$ cat config.mk
export PLATFORM = sky130hd
export DESIGN_NAME = serial_tx_unit
export DESIGN_NICKNAME = d
export VERILOG_FILES = /design/src/rtl/stx_pkg.sv /design/src/rtl/stx_fifo.sv /design/src/rtl/stx_shifter.sv /design/src/rtl/stx_flags.sv /design/src/rtl/serial_tx_unit.sv
export SDC_FILE = /design/constraint.sdc
export NUM_CORES = 1
export LEC_CHECK = 0
export ABC_AREA = 1
export ABC_CLOCK_PERIOD_IN_PS = 3400
export BUFFER_PORTS_ARGS = -buffer_cell sky130_fd_sc_hd__buf_2
export CORE_MARGIN = 4
export CORE_UTILIZATION = 40
export DETAILED_ROUTE_END_ITERATION = 16
export GPL_TIMING_DRIVEN = 0
export SLEW_MARGIN = 20
export SYNTH_ARGS = -nofsm -noshare
export SYNTH_HDL_FRONTEND = slang
export SYNTH_SLANG_ARGS = --single-unit
$ cat constraint.sdc
create_clock -name clk -period 3.4 [get_ports clk]
set_input_delay 0.17 -clock clk [delete_from_list [all_inputs] [get_ports clk]]
set_output_delay 0.17 -clock clk [all_outputs]
set_load 0.05 [all_outputs]
$ cat src/rtl/stx_pkg.sv
package stx_pkg;

    localparam int CHAR_W = 8;

    typedef enum logic [2:0] {
        ST_IDLE,
        ST_START,
        ST_DATA,
        ST_PAR,
        ST_STOP
    } tx_state_e;

    typedef struct packed {
        logic [1:0] len;
        logic       par_en;
        logic       par_even;
        logic [1:0] stop;
    } tx_cfg_t;

    // Parity over the low 5+len bits of a byte.
    function automatic logic par_bit(input logic [CHAR_W-1:0] d,
                                     input logic [1:0] len,
                                     input logic even);
        logic [CHAR_W-1:0] m;
        m = d & (8'hFF >> (2'd3 - len));
        return even ? (^m) : ~(^m);
    endfunction

endpackage

$ cat src/rtl/stx_fifo.sv
module stx_fifo #(
    parameter int DW    = 8,
    parameter int DEPTH = 4
) (
    input  logic          clk,
    input  logic          rst,
    input  logic          push,
    input  logic [DW-1:0] din,
    input  logic          pop,
    output logic [DW-1:0] dout,
    output logic          full,
    output logic          empty
);
    localparam int AW = (DEPTH > 1) ? $clog2(DEPTH) : 1;
    localparam int CW = $clog2(DEPTH + 1);

    logic [DW-1:0] mem [DEPTH];
    logic [AW-1:0] wptr, rptr;
    logic [CW-1:0] cnt;
    logic          do_push, do_pop;

    assign full    = (cnt == CW'(DEPTH));
    assign empty   = (cnt == '0);
    assign do_push = push && !full;
    assign do_pop  = pop && !empty;
    assign dout    = mem[rptr];

    always_ff @(posedge clk) begin
        if (do_push) mem[wptr] <= din;
    end

    always_ff @(posedge clk) begin
        if (rst) begin
            wptr <= '0;
            rptr <= '0;
            cnt  <= '0;
        end else begin
            if (do_push) wptr <= (wptr == AW'(DEPTH - 1)) ? '0 : wptr + 1'b1;
            if (do_pop)  rptr <= (rptr == AW'(DEPTH - 1)) ? '0 : rptr + 1'b1;
            case ({do_push, do_pop})
                2'b10:   cnt <= cnt + 1'b1;
                2'b01:   cnt <= cnt - 1'b1;
                default: cnt <= cnt;
            endcase
        end
    end

    p_no_overflow_r1: assert property (@(posedge clk) disable iff (rst)
        cnt <= CW'(DEPTH));

    p_full_drop_r9: assert property (@(posedge clk) disable iff (rst)
        (push && full && !pop) |=> full);

endmodule

$ cat src/rtl/stx_shifter.sv
module stx_shifter
    import stx_pkg::*;
#(
    parameter int OSR = 16
) (
    input  logic              clk,
    input  logic              rst,
    input  logic              os_tick,
    input  tx_cfg_t           cfg,
    input  logic              q_empty,
    input  logic [CHAR_W-1:0] q_data,
    output logic              pop,
    output logic              txd,
    output logic              busy
);
    localparam int TW = $clog2(2 * OSR) + 1;
    localparam logic [TW-1:0] LIM_ONE  = TW'(OSR);
    localparam logic [TW-1:0] LIM_HALF = TW'(OSR + OSR / 2);
    localparam logic [TW-1:0] LIM_TWO  = TW'(2 * OSR);

    tx_state_e         state;
    logic [TW-1:0]     tcnt, stop_lim, lim, sel_lim;
    logic [CHAR_W-1:0] shreg;
    logic [2:0]        bidx, nlast;
    logic              par_q, paren_q, bit_end, can_load;

    always_comb begin
        case (cfg.stop)
            2'b10:   sel_lim = LIM_HALF;
            2'b11:   sel_lim = LIM_TWO;
            default: sel_lim = LIM_ONE;
        endcase
    end

    assign lim      = (state == ST_STOP) ? stop_lim : LIM_ONE;
    assign bit_end  = os_tick && (tcnt == lim - 1'b1);
    assign can_load = !q_empty && (cfg.stop != 2'b00);
    assign pop      = can_load && ((state == ST_IDLE) || (state == ST_STOP && bit_end));
    assign busy     = (state != ST_IDLE);

    always_comb begin
        case (state)
            ST_START: txd = 1'b0;
            ST_DATA:  txd = shreg[0];
            ST_PAR:   txd = par_q;
            default:  txd = 1'b1;
        endcase
    end

    always_ff @(posedge clk) begin
        if (rst) begin
            state    <= ST_IDLE;
            tcnt     <= '0;
            shreg    <= '1;
            bidx     <= '0;
            nlast    <= '0;
            par_q    <= 1'b0;
            paren_q  <= 1'b0;
            stop_lim <= LIM_ONE;
        end else if (pop) begin
            state    <= ST_START;
            tcnt     <= '0;
            shreg    <= q_data;
            bidx     <= '0;
            nlast    <= 3'd4 + {1'b0, cfg.len};
            par_q    <= par_bit(q_data, cfg.len, cfg.par_even);
            paren_q  <= cfg.par_en;
            stop_lim <= sel_lim;
        end else if (state != ST_IDLE && os_tick) begin
            if (bit_end) begin
                tcnt <= '0;
                case (state)
                    ST_START: state <= ST_DATA;
                    ST_DATA: begin
                        shreg <= {1'b1, shreg[CHAR_W-1:1]};
                        if (bidx == nlast) state <= paren_q ? ST_PAR : ST_STOP;
                        else               bidx  <= bidx + 1'b1;
                    end
                    ST_PAR:  state <= ST_STOP;
                    default: state <= ST_IDLE;
                endcase
            end else begin
                tcnt <= tcnt + 1'b1;
            end
        end
    end

    p_start_after_pop_r2: assert property (@(posedge clk) disable iff (rst)
        pop |=> !txd);

    p_halted_r6: assert property (@(posedge clk) disable iff (rst)
        (cfg.stop == 2'b00 && !busy) |=> !busy);

    p_no_load_empty_r1: assert property (@(posedge clk) disable iff (rst)
        q_empty |-> !pop);

endmodule

$ cat src/rtl/stx_flags.sv
module stx_flags (
    input  logic clk,
    input  logic rst,
    input  logic wr_en,
    input  logic q_full,
    input  logic q_empty,
    input  logic busy,
    input  logic batch_mode,
    input  logic err_reset,
    output logic tbe,
    output logic irq,
    output logic all_sent,
    output logic wr_ovf
);
    assign tbe      = !q_full;
    assign irq      = batch_mode ? q_empty : !q_full;
    assign all_sent = q_empty && !busy;

    always_ff @(posedge clk) begin
        if (rst)                   wr_ovf <= 1'b0;
        else if (wr_en && q_full)  wr_ovf <= 1'b1;
        else if (err_reset)        wr_ovf <= 1'b0;
    end

    p_ovf_sticky_r9: assert property (@(posedge clk) disable iff (rst)
        (wr_ovf && !err_reset) |=> wr_ovf);

    p_ovf_set_r9: assert property (@(posedge clk) disable iff (rst)
        (wr_en && q_full) |=> wr_ovf);

    p_irq_room_r7: assert property (@(posedge clk) disable iff (rst)
        irq |-> tbe);

    p_sent_room_r8: assert property (@(posedge clk) disable iff (rst)
        all_sent |-> irq);

endmodule

$ cat src/rtl/serial_tx_unit.sv
module serial_tx_unit
    import stx_pkg::*;
#(
    parameter int DEPTH = 4,
    parameter int OSR   = 16
) (
    input  logic       clk,
    input  logic       rst,
    input  logic       wr_en,
    input  logic [7:0] wr_data,
    input  logic [1:0] char_len,
    input  logic       par_en,
    input  logic       par_even,
    input  logic [1:0] stop_sel,
    input  logic       batch_mode,
    input  logic       err_reset,
    input  logic       os_tick,
    output logic       txd,
    output logic       tbe,
    output logic       tx_irq,
    output logic       all_sent,
    output logic       wr_ovf
);
    tx_cfg_t           cfg;
    logic [CHAR_W-1:0] q_data;
    logic              q_full, q_empty, pop, busy;

    assign cfg = '{len: char_len, par_en: par_en, par_even: par_even, stop: stop_sel};

    stx_fifo #(.DW(CHAR_W), .DEPTH(DEPTH)) u_fifo (
        .clk   (clk),
        .rst   (rst),
        .push  (wr_en),
        .din   (wr_data),
        .pop   (pop),
        .dout  (q_data),
        .full  (q_full),
        .empty (q_empty)
    );

    stx_shifter #(.OSR(OSR)) u_shift (
        .clk     (clk),
        .rst     (rst),
        .os_tick (os_tick),
        .cfg     (cfg),
        .q_empty (q_empty),
        .q_data  (q_data),
        .pop     (pop),
        .txd     (txd),
        .busy    (busy)
    );

    stx_flags u_flags (
        .clk        (clk),
        .rst        (rst),
        .wr_en      (wr_en),
        .q_full     (q_full),
        .q_empty    (q_empty),
        .busy       (busy),
        .batch_mode (batch_mode),
        .err_reset  (err_reset),
        .tbe        (tbe),
        .irq        (tx_irq),
        .all_sent   (all_sent),
        .wr_ovf     (wr_ovf)
    );

endmodule

# ---- Word-level counts from Yosys, hierarchy flattened
# Memory sizes are Yosys's and may differ from the RTL's. A register that Yosys moved wholly into a read port is not among the register bits.
# Cells that the tools add are included.
dict set report totals {
  ff_bits 39
  ramBits 32
  in_bits 20
  out_inout_bits 5
  word_cells 95
  mem_count 1
}
# memory words word_bits rd rd_ports_with_merged_regs wr line_no
set mem_list {}
lappend mem_list {u_fifo.mem 4 8 1 1 1 stx_fifo.sv:17} ;# logic [DW-1:0] mem [DEPTH];
dict set report classes {
  addsub 9
  n_eq_ne 15
  n_shift 1
  n_mux 25
  n_bitwise 3
  n_reduce_logical 28
}
# operator n
set ops {}
lappend ops {{$mux 8} 4}
lappend ops {{$mux 6} 2}
lappend ops {{$pmux 6 s2} 1}
lappend ops {{$reduce_bool 2->1} 6}
lappend ops {{$eq 2x2->1 const B} 5}
lappend ops {{$logic_and 1x1->1} 9}
lappend ops {{$mux 1} 9}
lappend ops {{$pmux 3 s3} 1}
lappend ops {{$reduce_and 3->1} 3}
lappend ops {{$and 8x8->8} 1}
lappend ops {{$mux 2} 4}
lappend ops {{$reduce_xor 8->1} 1}
lappend ops {{$shr 8x2->8 const A} 1}
lappend ops {{$add 3x1->3 const B} 2}
lappend ops {{$add 6x1->6 const B} 1}
lappend ops {{$eq 3x2->1 const B} 2}
lappend ops {{$eq 3x3->1 const B} 2}
lappend ops {{$eq 6x6->1} 1}
lappend ops {{$logic_not 3->1} 2}
lappend ops {{$mux 3} 2}
lappend ops {{$pmux 3 s2} 1}
lappend ops {{$sub 6x1->6 const B} 1}
lappend ops {{$add 2x1->2 const B} 2}
lappend ops {{$reduce_and 4->1} 1}
lappend ops {{14 further kinds} 17}

# ---- Longest topological paths before layout
dict set report depth {
  ltp_word 11
  ltp_mapped 19
}

# ---- Hierarchy
# A second synthesis with hierarchy kept.
dict set report hier_totals {
  hier_cells 423
  hier_area_um2 3532.1
}
# mod instances cells_each area_each_um2 seq_area_each_um2
set by_module_without_submodules {}
lappend by_module_without_submodules {stx_shifter 1 266 1767.9 560.5}
lappend by_module_without_submodules {stx_fifo 1 147 1704.1 1141.1}
lappend by_module_without_submodules {stx_flags 1 10 60.1 20.0}

# ---- Worst setup path before layout
# No wires, ideal clock.
dict set report synth_timing {
  kind {register to register}
  startpoint {register u_shift.state[2]}
  endpoint {register u_fifo.cnt[2]}
  arrival_ns 2.741
  required_time_ns 3.278
  path_slack_ns 0.537
  path_stages_with_launch 17
  synth_period_minus_slack_ns 2.863
  cell_sequence {dfxtp_1 -> inv_2 -> nor3_1 -> ha_1 -> xor2_1 -> xor2_2 -> nand2_4 -> nand2_4 -> nand2_8 -> inv_2 -> ha_1 -> inv_1 -> fa_1 -> a21oi_1 -> o21ai_0 -> o21ai_0 -> a21oi_1}
}
dict set report synth_between {
  elab_chain_cells 11
  word_cells_on_any_way 14
  cone_classes {1 x add/sub; 4 x eq/ne; 2 x mux; 7 x reduce/logical}
}
# element line_no
set synth_lines {}
lappend synth_lines {{from (decl)} stx_shifter.sv:21} ;# tx_state_e state;
lappend synth_lines {{from (signal assigned)} stx_shifter.sv:76} ;# if (bidx == nlast) state <= paren_q ? ST_PAR : ST_STOP;
lappend synth_lines {{$eq 3x3->1} {stx_shifter.sv:35, stx_shifter.sv:38}}
lappend synth_lines {{$mux 6} stx_shifter.sv:35} ;# assign lim = (state == ST_STOP) ? stop_lim : LIM_ONE;
lappend synth_lines {{$sub 6x1->6} stx_shifter.sv:36} ;# assign bit_end = os_tick && (tcnt == lim - 1'b1);
lappend synth_lines {{$eq 6x6->1} stx_shifter.sv:36}
lappend synth_lines {{$logic_and 1x1->1} stx_shifter.sv:36}
lappend synth_lines {{$logic_and 1x1->1} stx_shifter.sv:38} ;# assign pop = can_load && ((state == ST_IDLE) || (state == ST_STOP && bit_end));
lappend synth_lines {{$logic_or 1x1->1 *} stx_shifter.sv:38}
lappend synth_lines {{$logic_and 1x1->1 *} stx_shifter.sv:38}
lappend synth_lines {{$logic_and 1x1->1 *} stx_fifo.sv:25} ;# assign do_pop = pop && !empty;
lappend synth_lines {{$eq 2x1->1 / $eq 2x2->1 (equally long branches)} stx_fifo.sv:40} ;# case ({do_push, do_pop})
lappend synth_lines {{$pmux 3 s2 / $reduce_bool 2->1 (equally long branches)} n/a}
lappend synth_lines {{to (signal assigned)} stx_fifo.sv:41} ;# 2'b10: cnt <= cnt + 1'b1;
lappend synth_lines {{to (signal assigned)} stx_fifo.sv:42} ;# 2'b01: cnt <= cnt - 1'b1;
lappend synth_lines {{to (signal assigned)} stx_fifo.sv:43} ;# default: cnt <= cnt;
lappend synth_lines {{to (decl)} stx_fifo.sv:19} ;# logic [CW-1:0] cnt;
# Mark *: on every way between the ends. The rest lies on a longest branch, timed or not.
# A chain may end at the register's enable or synchronous reset.

# ---- Worst setup path after layout
dict set report layout_timing {
  startpoint {register u_shift.state[0]}
  endpoint {register u_fifo.cnt[2]}
}
# Same word-level chain as after synthesis.

==> results.json <==
{
  "status": "finished, final reports clean",
  "finalCoreUtilization_pct": 46.8,
  "antenna_cells_inserted": 0,
  "maxSlewViolCount": 0,
  "overall_via_count_from_detail_route": 2696,
  "netlist-cell-type-count": 32,
  "gpl.final_weighted_congestion": 0.741,
  "clock-sinks": 70,
  "power.leakage_nw": 1.71,
  "worstHoldPathType": "input port to flip-flop",
  "routedWlPerCell_um": 11.8,
  "setup_skew_after_layout_ns": 0.00663,
  "finalNetCount": 483,
  "area_delta_synth_final_pct": 13.4,
  "syn_warnings": 0,
  "max_slew_margin_pct": 45.3,
  "start_util_pct": 41.3,
  "yosysTopAreaCellShare_pct": 28.2,
  "grt_setup_unrepaired": "no",
  "drt.antenna.violating_nets": 0,
  "clk-insertion-delay-late_ns": 0.33,
  "max_freq_mhz": 318,
  "avgViaCountPerCell": 4.79,
  "setup_total_negative_slack_ns": 0,
  "synth_fp_nets": 448,
  "setup_viol": 0,
  "cts.reportedPaths.clkPinSlew_ns": 0.08,
  "timing.critical_path.fanout_max": 10,
  "syn_avg_cell_area_um2": 8.15,
  "yosysSeqAreaShare_pct": 50.5,
  "die-width_um": 100,
  "die_area_mm2": 0.0101,
  "layout_worst_path_cycle_share_pct": 92.5,
  "multi_input_area_mm2": 0.00146,
  "num-fill-cells": 810,
  "place_worst_setup_slack_ns": 0.161,
  "finalHoldViolations": 0,
  "crit_required_ns": 3.63,
  "first_global_vias": 2530,
  "globalRouteOverflowTotal": 0,
  "violation_count_after_the_first_detailed_routing_iteration": 104,
  "path_class": "flip-flop to flip-flop",
  "regArea_mm2": 0.00172,
  "clock_tree.htree_level_count": 3,
  "postCtsSetupRepairBufs": 0,
  "tritoncts": "done",
  "place_hpwl_um": 4890,
  "number_of_antenna_violations_at_the_first_check_in_global_routing": 0,
  "clk_path_buf_depth": 2,
  "mostFrequentLayoutCells": "sky130_fd_sc_hd__nand2_1, sky130_fd_sc_hd__nand3_1, sky130_fd_sc_hd__inv_1",
  "worstPathArrival_ns": 3.37,
  "global_route_wire_length_before_repair_um": 11500,
  "grtUsageTotal_pct": 14.3,
  "yosys_register_bits": 70,
  "whs_ns": 0.0427,
  "r2r_slack_ns": 0.26,
  "cts_resized": 0,
  "final_layout_size_suffix_gt1_share_pct": 13.8,
  "floorplan.die.height_um": 100,
  "fp-row-count": 33,
  "route.detailed.drc": 0,
  "layout.cells.most_common": "sky130_fd_sc_hd__nand2_1",
  "power.total_mw": 3.11,
  "post-route-min-period_ns": 3.14,
  "cts-buffers-inserted": 9,
  "core-area_mm2": 0.00826,
  "netlist_area_mm2": 0.00341,
  "final.setup.worst_slack_ns": 0.256,
  "cp-end-kind": "flip-flop",
  "portBuffers": 24,
  "detail_route.wirelength_um": 6670,
  "drv.max_cap_violation_count": 0,
  "worst_pin_slew_ns": 0.817,
  "clk_root_buffer_cell": "sky130_fd_sc_hd__clkbuf_8",
  "grt_start_max_net_pins": 14,
  "worst_setup_path_start_kind": "flip-flop",
  "drtPass1Iterations": 4,
  "max-vdd-ir-drop_v": 0.000305,
  "post_cts_hold_buffer_count": 0,
  "power-per-cell-area_mw_per_mm2": 804,
  "dominant_cell_type_by_area_after_synthesis": "sky130_fd_sc_hd__edfxtp_1",
  "synth_area_leaders": "sky130_fd_sc_hd__edfxtp_1, sky130_fd_sc_hd__dfxtp_1, sky130_fd_sc_hd__nand2_1, sky130_fd_sc_hd__nand3_1, sky130_fd_sc_hd__inv_1",
  "floorplan.io_pins": 25,
  "syn-instance-count": 418
}
## final timing paths
| check | from | endpoint | cells past startpoint |
|---|---|---|---|
| worst max-delay path | u_shift.state[0] | u_fifo.cnt[2] | 19 |
| worst min-delay path | wr_data[1] | u_fifo.mem[0][1] | 1 |
| worst max register to register | u_shift.state[0] | u_fifo.cnt[2] | 19 |
| worst min register to register | u_flags.wr_ovf | u_flags.wr_ovf | 2 |
## final cells by class
| type | instances | area share [%] |
|---|---|---|
| Sequential cell | 70 | 44.5 |
| Tap cell | 105 | 3.40 |
| Multi-Input combinational cell | 291 | 37.8 |
| Clock inverter | 7 | 1.91 |
| Buffer | 9 | 1.33 |
| Inverter | 48 | 4.69 |
| Clock buffer | 9 | 3.20 |
| Timing Repair Buffer | 24 | 3.11 |
## synthesized netlist by cell type
cell / count
sky130_fd_sc_hd__buf_2: 2
sky130_fd_sc_hd__o211ai_1: 1
sky130_fd_sc_hd__nor3_1: 3
sky130_fd_sc_hd__edfxtp_1: 32
sky130_fd_sc_hd__o31ai_1: 1
sky130_fd_sc_hd__nand2_2: 3
sky130_fd_sc_hd__ha_1: 9
sky130_fd_sc_hd__fa_1: 1
sky130_fd_sc_hd__nand4_1: 1
sky130_fd_sc_hd__o21ai_1: 6
sky130_fd_sc_hd__xor2_1: 7
sky130_fd_sc_hd__xnor2_1: 1
sky130_fd_sc_hd__a211oi_1: 1
sky130_fd_sc_hd__buf_6: 1
sky130_fd_sc_hd__clkbuf_1: 4
sky130_fd_sc_hd__inv_2: 4
sky130_fd_sc_hd__o21a_1: 1
sky130_fd_sc_hd__nor2_4: 2
sky130_fd_sc_hd__nand3_1: 50
sky130_fd_sc_hd__xor2_2: 1
sky130_fd_sc_hd__o21ai_2: 3
sky130_fd_sc_hd__nand3b_1: 3
sky130_fd_sc_hd__nand2_8: 1
sky130_fd_sc_hd__o21ai_0: 12
sky130_fd_sc_hd__a21oi_1: 16
sky130_fd_sc_hd__inv_1: 42
sky130_fd_sc_hd__nor2_1: 36
sky130_fd_sc_hd__buf_4: 2
sky130_fd_sc_hd__clkinv_1: 2
sky130_fd_sc_hd__nand2_1: 129
sky130_fd_sc_hd__nand2_4: 3
sky130_fd_sc_hd__dfxtp_1: 38
## kinds of logic (layout without fill, tap and decap cells)
family / after synthesis / count (layout) / share of synthesized area [%]
adders and majority gates: 10 / 10 / 3.89
and+or+nand+nor: 231 / 231 / 29.6
DFF: 70 / 70 / 50.5
buffers and inverters: 57 / 97 / 6.79
AOI/OAI and AO/OA: 41 / 41 / 6.65
xor gates and xnor gates: 9 / 9 / 2.53
## critical path, stage by stage, from the launching register on
cell and delay [ns]:
sky130_fd_sc_hd__dfxtp_1 0.35, sky130_fd_sc_hd__inv_2 0.10, sky130_fd_sc_hd__nand2_2 0.10, sky130_fd_sc_hd__nor2_4 0.11, sky130_fd_sc_hd__nand2_2 0.06, sky130_fd_sc_hd__ha_1 0.30, sky130_fd_sc_hd__xor2_1 0.13, sky130_fd_sc_hd__nand2_1 0.10
sky130_fd_sc_hd__nor2_4 0.14, sky130_fd_sc_hd__nand2_4 0.09, sky130_fd_sc_hd__nand2_4 0.13, sky130_fd_sc_hd__nand2_8 0.10, sky130_fd_sc_hd__clkinv_2 0.18, sky130_fd_sc_hd__ha_1 0.16, sky130_fd_sc_hd__inv_1 0.07, sky130_fd_sc_hd__fa_1 0.43
sky130_fd_sc_hd__a21oi_1 0.15, sky130_fd_sc_hd__o21ai_0 0.11, sky130_fd_sc_hd__o21ai_0 0.16, sky130_fd_sc_hd__a21oi_1 0.05
## through the flow
step           area, um^2  instances
6_report             3860        563
3_3_place_gp         3660        547
5_1_grt              3860        563
3_5_place_dp         3660        547
2_1_floorplan        3410        418
4_1_cts              3860        563
## metal layers
| layer | vias up | track usage [%] | share of wire [%] |
|---|---|---|---|
| li1 | 1420 | - | - |
| met4 | 0 | 3.73 | 0.87 |
| met3 | 5 | 3.89 | 5.0 |
| met5 | - | 0 | 0 |
| met2 | 53 | 22.9 | 46 |
| met1 | 1218 | 19.1 | 48 |
## power breakdown
part           total (mW)  internal [mW]  switching (mW)
Sequential           1.14           1.06          0.0892
Clock               0.668          0.341           0.327
Combinational        1.29          0.418           0.875
Total                3.11           1.81            1.29
## flip-flops by register name (all words and copies together), names as in the netlist, named ones only
signal	flops
u_shift.par_q	1
u_shift.stop_lim	3
u_fifo.mem	32
u_fifo.wptr	2
u_flags.wr_ovf	1
u_shift.bidx	3
u_fifo.cnt	3
u_shift.shreg	8
u_shift.state	3
u_shift.paren_q	1
u_fifo.rptr	2
u_shift.nlast	3
u_shift.tcnt	6
No activity file was read; power rests on OpenSTA's default activity.
